--- src/rtl/cmp_pkg.sv ---
package cmp_pkg;
  localparam int REG_W = 8;

  typedef struct packed {
    logic on;
    logic oe;
    logic pol;
    logic spd;
    logic hys;
    logic syn;
  } ctrl0_t;

  typedef struct packed {
    logic       rise_en;
    logic       fall_en;
    logic [1:0] psel;
    logic [1:0] nsel;
  } ctrl1_t;

  localparam ctrl0_t CTRL0_RST = '{on: 1'b0, oe: 1'b0, pol: 1'b0, spd: 1'b1, hys: 1'b0, syn: 1'b0};
  localparam ctrl1_t CTRL1_RST = '{rise_en: 1'b0, fall_en: 1'b0, psel: 2'b00, nsel: 2'b00};

  function automatic logic [REG_W-1:0] pack_c0(ctrl0_t c, logic st);
    return {c.on, st, c.oe, c.pol, 1'b0, c.spd, c.hys, c.syn};
  endfunction

  function automatic ctrl0_t unpack_c0(logic [REG_W-1:0] w);
    return '{on: w[7], oe: w[5], pol: w[4], spd: w[2], hys: w[1], syn: w[0]};
  endfunction

  function automatic logic [REG_W-1:0] pack_c1(ctrl1_t c);
    return {c.rise_en, c.fall_en, c.psel, 2'b00, c.nsel};
  endfunction

  function automatic ctrl1_t unpack_c1(logic [REG_W-1:0] w);
    return '{rise_en: w[7], fall_en: w[6], psel: w[5:4], nsel: w[1:0]};
  endfunction
endpackage

--- src/rtl/cmp_sync.sv ---
module cmp_sync #(
  parameter int WIDTH  = 1,
  parameter int STAGES = 2
) (
  input  logic             clk,
  input  logic             rst_n,
  input  logic [WIDTH-1:0] d,
  output logic [WIDTH-1:0] q
);
  logic [WIDTH-1:0] chain [STAGES];

  always_ff @(posedge clk) begin
    if (!rst_n) chain[0] <= '0;
    else        chain[0] <= d;
  end

  for (genvar s = 1; s < STAGES; s++) begin : g_stage
    always_ff @(posedge clk) begin
      if (!rst_n) chain[s] <= '0;
      else        chain[s] <= chain[s-1];
    end
  end

  assign q = chain[STAGES-1];
endmodule

--- src/rtl/cmp_tclk_edge.sv ---
module cmp_tclk_edge #(
  parameter int STAGES = 2
) (
  input  logic clk,
  input  logic rst_n,
  input  logic tclk,
  output logic tclk_fall
);
  logic tclk_s;
  logic tclk_prev;

  cmp_sync #(.WIDTH(1), .STAGES(STAGES)) u_sync (
    .clk(clk), .rst_n(rst_n), .d(tclk), .q(tclk_s)
  );

  always_ff @(posedge clk) begin
    if (!rst_n) tclk_prev <= 1'b0;
    else        tclk_prev <= tclk_s;
  end

  assign tclk_fall = tclk_prev & ~tclk_s;

  assert_fall_single_R7: assert property (@(posedge clk) disable iff (!rst_n)
    tclk_fall |=> !tclk_fall);
endmodule

--- src/rtl/cmp_channel.sv ---
module cmp_channel
  import cmp_pkg::*;
(
  input  logic             clk,
  input  logic             rst_n,
  input  logic             wr_c0,
  input  logic             wr_c1,
  input  logic [REG_W-1:0] wdata,
  input  logic             raw_s,
  input  logic             tclk_fall,
  input  logic             pin_dir,
  input  logic             flag_clr,
  input  logic             irq_en,
  output logic [REG_W-1:0] rd_c0,
  output logic [REG_W-1:0] rd_c1,
  output logic             status,
  output logic             tmr_out,
  output logic             pin_val,
  output logic             pin_oe,
  output logic             flag,
  output logic             irq,
  output logic [1:0]       psel,
  output logic [1:0]       nsel,
  output logic             connect
);
  ctrl0_t c0;
  ctrl1_t c1;
  logic   cond;
  logic   status_q;
  logic   sync_q;
  logic   flag_q;
  logic   ext;
  logic   rise;
  logic   fall;
  logic   edge_hit;

  always_ff @(posedge clk) begin
    if (!rst_n) begin
      c0 <= CTRL0_RST;
      c1 <= CTRL1_RST;
    end else begin
      if (wr_c0) c0 <= unpack_c0(wdata);
      if (wr_c1) c1 <= unpack_c1(wdata);
    end
  end

  // gate before polarity: a disabled channel reports its polarity bit
  assign cond = (c0.on & raw_s) ^ c0.pol;

  always_ff @(posedge clk) begin
    if (!rst_n) status_q <= 1'b0;
    else        status_q <= cond;
  end

  assign rise     = cond & ~status_q;
  assign fall     = ~cond & status_q;
  assign edge_hit = (rise & c1.rise_en) | (fall & c1.fall_en);

  // a fresh edge outranks the clear strobe
  always_ff @(posedge clk) begin
    if (!rst_n) flag_q <= 1'b0;
    else        flag_q <= edge_hit | (flag_q & ~flag_clr);
  end

  always_ff @(posedge clk) begin
    if (!rst_n)         sync_q <= 1'b0;
    else if (tclk_fall) sync_q <= cond;
  end

  assign ext     = c0.syn ? sync_q : cond;
  assign tmr_out = ext;
  assign pin_oe  = c0.oe & pin_dir;
  assign pin_val = pin_oe & ext;
  assign status  = status_q;
  assign flag    = flag_q;
  assign irq     = flag_q & irq_en;
  assign psel    = c1.psel;
  assign nsel    = c1.nsel;
  assign connect = c0.on;
  assign rd_c0   = pack_c0(c0, status_q);
  assign rd_c1   = pack_c1(c1);

  assert_off_follows_pol_R3: assert property (@(posedge clk) disable iff (!rst_n)
    !c0.on |=> (status_q == $past(c0.pol)));
  assert_flag_sticky_R10: assert property (@(posedge clk) disable iff (!rst_n)
    (flag_q && !flag_clr) |=> flag_q);
  assert_flag_cause_R8: assert property (@(posedge clk) disable iff (!rst_n)
    $rose(flag_q) |-> ($past(c1.rise_en) || $past(c1.fall_en)));
  assert_sync_hold_R7: assert property (@(posedge clk) disable iff (!rst_n)
    !tclk_fall |=> $stable(sync_q));
endmodule

--- src/rtl/cmp_ctrl_top.sv ---
module cmp_ctrl_top
  import cmp_pkg::*;
#(
  parameter int NUM_CH      = 2,
  parameter int SYNC_STAGES = 2,
  localparam int ADDR_W     = $clog2(2 * NUM_CH + 1)
) (
  input  logic                clk,
  input  logic                rst_n,
  input  logic                bus_wr,
  input  logic [ADDR_W-1:0]   bus_addr,
  input  logic [REG_W-1:0]    bus_wdata,
  output logic [REG_W-1:0]    bus_rdata,
  input  logic [NUM_CH-1:0]   raw_cmp,
  input  logic                tmr_clk,
  input  logic [NUM_CH-1:0]   pin_dir_out,
  input  logic [NUM_CH-1:0]   flag_clr,
  input  logic [NUM_CH-1:0]   irq_en,
  output logic [NUM_CH-1:0]   tmr_out,
  output logic [NUM_CH-1:0]   pin_val,
  output logic [NUM_CH-1:0]   pin_oe,
  output logic [NUM_CH-1:0]   flag,
  output logic [NUM_CH-1:0]   irq,
  output logic [2*NUM_CH-1:0] pos_sel,
  output logic [2*NUM_CH-1:0] neg_sel,
  output logic [NUM_CH-1:0]   mux_connect
);
  localparam logic [ADDR_W-1:0] MIRROR_ADDR = ADDR_W'(2 * NUM_CH);

  logic [NUM_CH-1:0] raw_s;
  logic [NUM_CH-1:0] status;
  logic              tclk_fall;
  logic [REG_W-1:0]  rd0 [NUM_CH];
  logic [REG_W-1:0]  rd1 [NUM_CH];

  cmp_sync #(.WIDTH(NUM_CH), .STAGES(SYNC_STAGES)) u_raw_sync (
    .clk(clk), .rst_n(rst_n), .d(raw_cmp), .q(raw_s)
  );

  cmp_tclk_edge #(.STAGES(SYNC_STAGES)) u_tclk (
    .clk(clk), .rst_n(rst_n), .tclk(tmr_clk), .tclk_fall(tclk_fall)
  );

  for (genvar n = 0; n < NUM_CH; n++) begin : g_ch
    logic wr0;
    logic wr1;
    assign wr0 = bus_wr && (bus_addr == ADDR_W'(2 * n));
    assign wr1 = bus_wr && (bus_addr == ADDR_W'(2 * n + 1));

    cmp_channel u_ch (
      .clk(clk), .rst_n(rst_n),
      .wr_c0(wr0), .wr_c1(wr1), .wdata(bus_wdata),
      .raw_s(raw_s[n]), .tclk_fall(tclk_fall),
      .pin_dir(pin_dir_out[n]), .flag_clr(flag_clr[n]), .irq_en(irq_en[n]),
      .rd_c0(rd0[n]), .rd_c1(rd1[n]), .status(status[n]),
      .tmr_out(tmr_out[n]), .pin_val(pin_val[n]), .pin_oe(pin_oe[n]),
      .flag(flag[n]), .irq(irq[n]),
      .psel(pos_sel[2*n +: 2]), .nsel(neg_sel[2*n +: 2]),
      .connect(mux_connect[n])
    );
  end

  always_comb begin
    bus_rdata = '0;
    for (int n = 0; n < NUM_CH; n++) begin
      if (bus_addr == ADDR_W'(2 * n))     bus_rdata = rd0[n];
      if (bus_addr == ADDR_W'(2 * n + 1)) bus_rdata = rd1[n];
    end
    if (bus_addr == MIRROR_ADDR) bus_rdata[NUM_CH-1:0] = status;
  end

  assert_irq_needs_flag_R11: assert property (@(posedge clk) disable iff (!rst_n)
    (irq & ~flag) == '0);
endmodule

--- config.mk ---
export PLATFORM = sky130hd
export DESIGN_NAME = cmp_ctrl_top
export DESIGN_NICKNAME = d
export VERILOG_FILES = /design/src/rtl/cmp_pkg.sv /design/src/rtl/cmp_sync.sv /design/src/rtl/cmp_tclk_edge.sv /design/src/rtl/cmp_channel.sv /design/src/rtl/cmp_ctrl_top.sv
export SDC_FILE = /design/constraint.sdc
export NUM_CORES = 1
export LEC_CHECK = 0
export BUFFER_PORTS_ARGS = -buffer_cell sky130_fd_sc_hd__buf_2
export CORE_AREA = 4 4 63 65
export CTS_BUF_LIST = sky130_fd_sc_hd__clkbuf_16
export DETAILED_ROUTE_END_ITERATION = 6
export DIE_AREA = 0 0 67 69
export PLACE_DENSITY = 0.81
export SYNTH_ARGS = -nofsm -noshare
export SYNTH_HDL_FRONTEND = slang
export SYNTH_SLANG_ARGS = --single-unit
--- constraint.sdc ---
create_clock -name clk -period 2.5 [get_ports clk]
set_clock_uncertainty 0.05 [all_clocks]
set_input_delay 0.5 -clock clk [delete_from_list [all_inputs] [get_ports clk]]
set_output_delay 0.5 -clock clk [all_outputs]
set_load 0.01 [all_outputs]
# Yosys cells after proc, flatten, opt, wreduce, memory -nomap -nowiden
# Memories as Yosys holds them, arrays and structs flattened.
# Index checks and enable logic that the tools add are counted.
dict set report op_classes {
  n_mux 13
  eq_ne 4
  reduce_logical 5
  n_bitwise 36
}
# op n
set ops {}
lappend ops {{$mux 8} 4}
lappend ops {{$and 1x1->1} 19}
lappend ops {{$or 1x1->1} 8}
lappend ops {{$not 1->1} 7}
lappend ops {{$eq 3x2->1 const B} 2}
lappend ops {{$mux 1} 6}
lappend ops {{$mux 2} 3}
lappend ops {{$logic_and 1x1->1} 4}
lappend ops {{$eq 3x1->1 const B} 1}
lappend ops {{$eq 3x3->1 const B} 1}
lappend ops {{$logic_not 3->1} 1}
lappend ops {{$xor 1x1->1} 2}
dict set report word_totals {
  output_inout_bits 28
  mem_bits_rw 6
  in_bits 23
  memories 2
  wordCells 87
  reg_bits 31
}
# name words word_bits rd rd_clocked_by_memory_dff write_ports line_no
set memory_table {}
lappend memory_table {u_raw_sync.chain 2 2 2 0 2 cmp_sync.sv:10} ;# logic [WIDTH-1:0] chain [STAGES];
lappend memory_table {u_tclk.u_sync.chain 2 1 2 0 2 cmp_sync.sv:10}

# Logic depth before layout (Yosys ltp)
# Gate-level depths: netlist of the first run.
# An unclocked memory read counts as a cell.
dict set report depth {
  depth_word 8
  mapped_depth 4
  mapped_depth_nobuf 3
}

# By module
# A second synthesis of the first run with hierarchy kept.
dict set report unflattened {
  hier_cells 189
  hier_area_um2 1959.4
}
# mod cells_each instances seq_area_each_um2 area_each_um2
set modules_own_cells {}
lappend modules_own_cells {cmp_channel 70 2 300.3 703.2}
lappend modules_own_cells {cmp_ctrl_top 34 1 0.0 359.1}
lappend modules_own_cells {{cmp_sync (u_raw_sync)} 8 1 80.1 105.1}
lappend modules_own_cells {{cmp_sync (u_tclk.u_sync)} 4 1 40.0 52.6}
lappend modules_own_cells {cmp_tclk_edge 3 1 20.0 36.3}

# Least setup slack after synthesis of the first run
# No wires, ideal clock.
dict set report synth_path {
  path_kind {input-to-output}
  start {input bus_addr[1]}
  end {output bus_rdata[4]}
  slack_ns 0.611
  path_buffers 1
  stages 3
  arrival_time_ns 1.339
  t_required_ns 1.950
  cell_sequence {buf_4 -> mux4_2 -> and2_1}
}
dict set report synth_via {
  elab_chain_len 5
  elab_cells_between_ends 8
  cone_classes {eq/ne: 3; mux: 4; reduce/logical: 1}
}
# item line_no
set synth_lines {}
lappend synth_lines {{start, declared} cmp_ctrl_top.sv:11} ;# input logic [ADDR_W-1:0] bus_addr,
lappend synth_lines {{$logic_not 3->1} cmp_ctrl_top.sv:66} ;# if (bus_addr == ADDR_W'(2 * n)) bus_rdata = rd0[n];
lappend synth_lines {{$mux 8} cmp_ctrl_top.sv:66}
lappend synth_lines {{$mux 8} cmp_ctrl_top.sv:67} ;# if (bus_addr == ADDR_W'(2 * n + 1)) bus_rdata = rd1[n];
lappend synth_lines {{$mux 8} cmp_ctrl_top.sv:66}
lappend synth_lines {{$mux 8 (*)} cmp_ctrl_top.sv:67}
lappend synth_lines {{end, declared} cmp_ctrl_top.sv:13} ;# output logic [REG_W-1:0] bus_rdata,
# Every way passes the cells marked *; elsewhere a longest branch is shown, timed or not.

# Worst setup path after layout of the first run
# Same ends and word-level chain as after synthesis.

==> results of run 1 <==
==> sequential cells by signal, summed over array words and instances (netlist names) <==
name	cells
g_ch.u_ch.flag	2
u_raw_sync.chain	4
g_ch.u_ch.status	2
g_ch.u_ch.connect	2
g_ch.u_ch.rd_c1	4
g_ch.u_ch.sync_q	2
g_ch.u_ch.psel	4
u_tclk.tclk_prev	1
g_ch.u_ch.rd_c0	10
u_tclk.u_sync.chain	2
g_ch.u_ch.nsel	4
==> critical path: stages <==
cell	delay [ns]
buf_2	0.32
mux4_2	0.55
and2_1	0.18
buf_2	0.14
==> power by group <==
group	internal, mW	switching [mW]
Sequential	0.606	0.00926
Combinational	0.0513	0.0577
Clock	0.356	0.215
Total	1.01	0.282
==> area by class of cell <==
cell class | instances | share of cell area
Clock buffer | 5 | 0.0598
Clock inverter | 2 | 0.00359
Inverter | 4 | 0.00717
Multi-Input combinational cell | 110 | 0.412
Sequential cell | 37 | 0.354
Tap cell | 46 | 0.0275
Timing Repair Buffer | 54 | 0.136
==> worst max path at each step <==
stage / endpoint / slack, ns / startpoint / cells past startpoint
2_1_floorplan: bus_rdata[4] / 0.61 / bus_addr[1] / 3
3_3_place_gp: bus_rdata[0] / 0.28 / bus_addr[1] / 5
3_5_place_dp: bus_rdata[4] / 0.27 / bus_addr[1] / 4
4_1_cts: bus_rdata[4] / 0.26 / bus_addr[1] / 4
5_1_grt: bus_rdata[0] / 0.21 / bus_addr[1] / 5
6_report: bus_rdata[4] / 0.26 / bus_addr[1] / 4
==> cell families (layout without fill, tap and decap cells) <==
kind of cell / after synthesis / after routing / synth area share
AND/OR/NAND/NOR: 64 / 64 / 0.200
flip-flops: 37 / 37 / 0.409
buffers and inverters: 32 / 65 / 0.115
multiplexers: 31 / 31 / 0.213
AO/OA/AOI/OAI: 14 / 14 / 0.0608
other: 1 / 1 / 0.00207
==> metrics by stage <==
step	std cells	area (sq um)	hold slack, ns	total power [mW]	worst slack (ns)
2_1_floorplan	179	1810	0.362	0.698	0.611
3_3_place_gp	251	1960	0.365	0.733	0.283
3_5_place_dp	251	1960	0.369	0.736	0.267
4_1_cts	258	2090	0.364	1.30	0.263
5_1_grt	258	2090	0.376	1.34	0.207
6_report	258	2090	0.371	1.30	0.262
==> routing by layer <==
metal  global-route usage  vias to the layer above  routed length, microns
met4               0.0878                        0                      51
met3               0.0601                        6                     232
li1                     -                      665                       -
met1                0.211                      618                    1620
met5                    0                        -                       0
met2                0.273                       41                    1880
==> layout by cell type (no fill, tap or decap), types with 3 or more instances in the layout <==
master,synthesis,final
nor2_1,24,24
nand2_1,4,4
nor3_1,5,5
mux4_2,6,6
clkbuf_16,0,5
nor2b_1,3,3
mux2i_1,25,25
inv_1,3,4
buf_4,23,6
and2_1,17,17
nand2b_1,3,3
buf_2,2,48
dfxtp_1,37,37
==> results by group, run 1 <==
Status
  • Outcome: finished, final reports clean

Min path
  • Worst Hold Path Cells: 2
  • Endpoint, Worst Hold: u_tclk.u_sync.chain[0]$_DFF_P_
  • Startpoint of the most critical hold path: tmr_clk
  • Min-Delay Path Class: input pin to flop

Floorplan
  • Overall die height: 69 microns
  • Starting density of the core: 0.543
  • Total die area: 0.00462 sq mm
  • Chip Width: 67 microns
  • IO Pins: 51
  • Core outline area: 0.00334 sq mm
  • Rows: 21

Timing
  • Number of setup violations in the final report: 0
  • Rel. slew slack: 0.565
  • Worst-Margin Slew: 0.650 ns
  • TNS Setup: 0 ns
  • Total count of max-transition violations in the final report: 0
  • Minimum period implied by the final worst setup slack: 2.24 ns
  • Number of hold-slack violations in the final timing report: 0
  • Ratio of final minimum period to clock period: 0.895
  • RSZ-0062 raised after global routing: false
  • Peak clock frequency supported by timing: 447 MHz

Worst setup path
  • Worst r2r dst: g_ch[1].u_ch.flag$_SDFF_PN0_
  • Crit path max fanout: 13
  • Path depth of the worst reg2reg path: 3
  • Beginning of the worst register-to-register path: g_ch[1].u_ch.connect$_SDFFE_PN0P_
  • Worst path arrival time: 1.69 ns
  • Critical Path Sink Type: primary output
  • Minimum setup slack among reg-to-reg paths: 1.19 ns
  • Type of element launching the critical path: input pin
  • Critical path type: input pin to primary output
  • Required time worst endpoint: 1.95 ns

Drt
  • TritonRoute pass-1 iters: 4
  • Drt via density: 5.16
  • DRC viols: 0
  • Detailed Route WL: 3780 microns
  • Drt initial violations: 85
  • Count of vias placed by the detailed router: 1,330
  • Residual antenna-violating net count after detailed routing: 0
  • Average routed wire per standard cell: 14.7 microns

Global routing
  • Number of global-route vias before repair: 1,309
  • Initial antenna violation count: 0
  • Global routing usage summed across all routing layers: 0.176
  • Largest net degree at the start of global routing: 15
  • Wire length of the first global-routing pass: 6060 microns
  • GRT overflow: 0

Power and ir drop
  • Total power per unit cell area: 619 mW/mm^2
  • Maximum vdd drop: 0.482 mV
  • Static leakage: 0.987 nW

Synth
  • Synthesized area per cell: 10.1 sq um
  • Cells taking the most area after synthesis: dfxtp_1 41%, mux2i_1 14%, buf_4 9.5%
  • Post-synth EDFFs: 0
  • Area share of the leading cell type in the synthesized netlist: 0.409
  • Syn nets: 202
  • Count leader, synth: dfxtp_1
  • Most used DFF post-synth: dfxtp_1
  • Syn. warnings: 0
  • Most area-hungry cell type in the Yosys netlist: dfxtp_1
  • Area of the mapped netlist: 0.00181 sq mm
  • Seq/Total Area, Yosys: 0.409
  • Number of instances in the synthesized netlist: 179
  • Async set-or-reset flop fraction in the synthesized netlist: 0
  • Total of flip-flops plus latches after synthesis: 37
  • Top cells by instance count after synthesis: 37 x dfxtp_1, 25 x mux2i_1, 24 x nor2_1
  • Unique masters post-synth: 28

Cells and area
  • Fillcell total: 299
  • Synth-to-layout area growth: 15.5%
  • Count of inserted antenna diode cells: 0
  • Sequential standard cell area: 741 sq um
  • Util after Layout: 0.627
  • Fraction of final layout cells with drive strength greater than 1: 0.325
  • Total Nets Final: 235
  • Area occupied by multi-input gates: 862 sq um

Clock network
  • Deepest clock path buffer count: 2
  • Clock latency of the later-clocked register in the worst-skew pair: 0.28 ns
  • Resized cells post-CTS: 0
  • Setup bufs post-CTS: 0
  • Total clock buffers created by CTS: 5
  • Cts hold-fix bufs: 0
  • CTS clock-pin slew for the worst setup and hold paths: 0.05 ns
  • Clock sink count: 37
  • CTS root buffer: clkbuf_16
  • CTS H-tree lvls: 2
  • Clock tree from TritonCTS: built

Place
  • Total half-perimeter wirelength after legalization and detailed placement: 2760 microns
  • Input/output buffers: 48
  • GP Congestion: 0.856

Run
  • # Max-Cap Violations: 0
Power figures use the tool's default switching activity.
==> inputs of run 2 (changes only) <==
--- a/config.mk
+++ b/config.mk
@@ -10,7 +10,7 @@
 export CTS_BUF_LIST = sky130_fd_sc_hd__clkbuf_16
 export DETAILED_ROUTE_END_ITERATION = 6
 export DIE_AREA = 0 0 67 69
-export PLACE_DENSITY = 0.81
+export PLACE_DENSITY = 0.78
 export SYNTH_ARGS = -nofsm -noshare
 export SYNTH_HDL_FRONTEND = slang
 export SYNTH_SLANG_ARGS = --single-unit
==> run 2 against run 1 <==
Compared with the run above: non-clock buffer count shrank 2; via count unchanged; register-to-register slack better by 0.02 ns; die area unchanged; critical path depth is 1 higher; combinational power about the same; largest cell class unchanged; critical endpoint is now bus_rdata[0]; maximum frequency up 0.27%; global-route usage fell by 0.55 points; highest routed layer unchanged; routed wire length decreased by 5.3%.
==> results by group, run 2 (synthesis gave the netlist of run 1 again) <==
Timing
  • RSZ-0062 raised after global routing: false
  • Peak clock frequency supported by timing: 448 MHz
  • Number of hold-slack violations in the final timing report: 0
  • Number of setup violations in the final report: 0
  • Worst-Margin Slew: 0.627 ns
  • Rel. slew slack: 0.580
  • Total count of max-transition violations in the final report: 0
  • Ratio of final minimum period to clock period: 0.893
  • Minimum period implied by the final worst setup slack: 2.23 ns
  • TNS Setup: 0 ns

Cells and area
  • Flip-flop count of the largest register, all copies and words added: 10
  • Synth-to-layout area growth: 15.0%
  • Fillcell total: 281
  • Fraction of final layout cells with drive strength greater than 1: 0.322
  • Count of inserted antenna diode cells: 0
  • Commonest non-fill, non-tap cells in the layout: 48 x buf_2, 37 x dfxtp_1, 25 x mux2i_1
  • Leading cell type in the layout, fill and taps excluded: buf_2
  • Total Nets Final: 233
  • Util after Layout: 0.624

Place
  • Input/output buffers: 48
  • GP Congestion: 0.826
  • Total half-perimeter wirelength after legalization and detailed placement: 2600 microns

Drt
  • Detailed Route WL: 3580 microns
  • DRC viols: 0
  • Drt initial violations: 57
  • TritonRoute pass-1 iters: 4
  • Drt via density: 5.18
  • Count of vias placed by the detailed router: 1,330
  • Residual antenna-violating net count after detailed routing: 0
  • Average routed wire per standard cell: 13.9 microns

Worst setup path
  • Crit path max fanout: 13
  • Critical path type: input pin to primary output
  • Critical path depth: 5
  • Critical path buffers and inverters: 2
  • Worst path arrival time: 1.68 ns
  • CP dominant cell by count: buf_2
  • Worst path cell trace: buf_2 > mux4_2 > nand2_1 > o41ai_1 > buf_2
  • CP max stage delay: 0.54 ns
  • Critical Path Sink Type: primary output
  • Slowest library cell on the worst path: mux4_2
  • Path depth of the worst reg2reg path: 3
  • Type of element launching the critical path: input pin
  • Category of cells accounting for the largest share of critical-path delay: multiplexers
  • Required time worst endpoint: 1.95 ns

Min path
  • Worst Hold Path Cells: 2
  • Min-Delay Path Class: input pin to flop

Floorplan
  • Overall die height: 69 microns
  • Total die area: 0.00462 sq mm
  • Core outline area: 0.00334 sq mm
  • Starting density of the core: 0.543
  • Chip Width: 67 microns
  • IO Pins: 51
  • Rows: 21

Clock network
  • Clock tree from TritonCTS: built
  • CTS root buffer: clkbuf_16
  • Total clock buffers created by CTS: 5
  • Setup bufs post-CTS: 0
  • Clock latency of the later-clocked register in the worst-skew pair: 0.28 ns
  • CTS H-tree lvls: 2
  • Cts hold-fix bufs: 0
  • Clock sink count: 37
  • Resized cells post-CTS: 0
  • Deepest clock path buffer count: 2
  • CTS clock-pin slew for the worst setup and hold paths: 0.05 ns

Global routing
  • Largest net degree at the start of global routing: 17
  • GRT overflow: 0
  • Number of global-route vias before repair: 1,239
  • Initial antenna violation count: 0
  • Wire length of the first global-routing pass: 5960 microns
  • Global routing usage summed across all routing layers: 0.170

Run
  • # Max-Cap Violations: 0

Status
  • Outcome: finished, final reports clean

Power and ir drop
  • Maximum vdd drop: 0.526 mV
  • Total power per unit cell area: 625 mW/mm^2
  • Static leakage: 0.977 nW
run 2: power breakdown:
group / total (mW) / switching, mW / leakage [nW] / internal, mW
clock: 0.581 / 0.222 / 0.0687 / 0.360
sequential: 0.615 / 0.00927 / 0.301 / 0.606
combinational: 0.106 / 0.0564 / 0.607 / 0.0497
run 2: per-layer routing:
layer | part of all wire | track usage | wire length [microns]
met5 | 0 | 0 | 0
met4 | 0.025 | 0.0766 | 89
met3 | 0.077 | 0.0568 | 276
met2 | 0.43 | 0.238 | 1560
met1 | 0.46 | 0.234 | 1660
run 2: path summary, 6_finish.rpt:
path / from / to / slack (ns)
min: tmr_clk / u_tclk.u_sync.chain[0]$_DFF_P_ / 0.37
max reg2reg: g_ch[0].u_ch.rd_c0[4]$_SDFFE_PN0P_ / g_ch[0].u_ch.flag$_SDFF_PN0_ / 1.21
min reg2reg: u_raw_sync.chain[0][0]$_SDFF_PN0_ / u_raw_sync.chain[1][0]$_SDFF_PN0_ / 0.38
max: bus_addr[1] / bus_rdata[0] / 0.27
run 2: through the flow:
| stage | power (mW) | instance area, sq um | worst slack [ns] | std cells | hold WS (ns) |
|---|---|---|---|---|---|
| floorplan | 0.698 | 1810 | 0.611 | 179 | 0.362 |
| detailed placement | 0.733 | 1950 | 0.274 | 249 | 0.369 |
| finish | 1.30 | 2080 | 0.269 | 257 | 0.371 |
| global placement | 0.731 | 1950 | 0.287 | 249 | 0.365 |
| CTS | 1.32 | 2080 | 0.278 | 257 | 0.363 |
| global route | 1.35 | 2080 | 0.189 | 257 | 0.375 |
run 2: cell type report:
cell class	count	area, sq um	area share
multi-input cells	110	862	0.414
flip-flops and latches	37	741	0.356
repair buffers	52	270	0.130
clock buffers	5	125	0.0601
well taps	46	57.6	0.0276
inverters	4	15.0	0.00721
clock inverters	3	12.5	0.00601
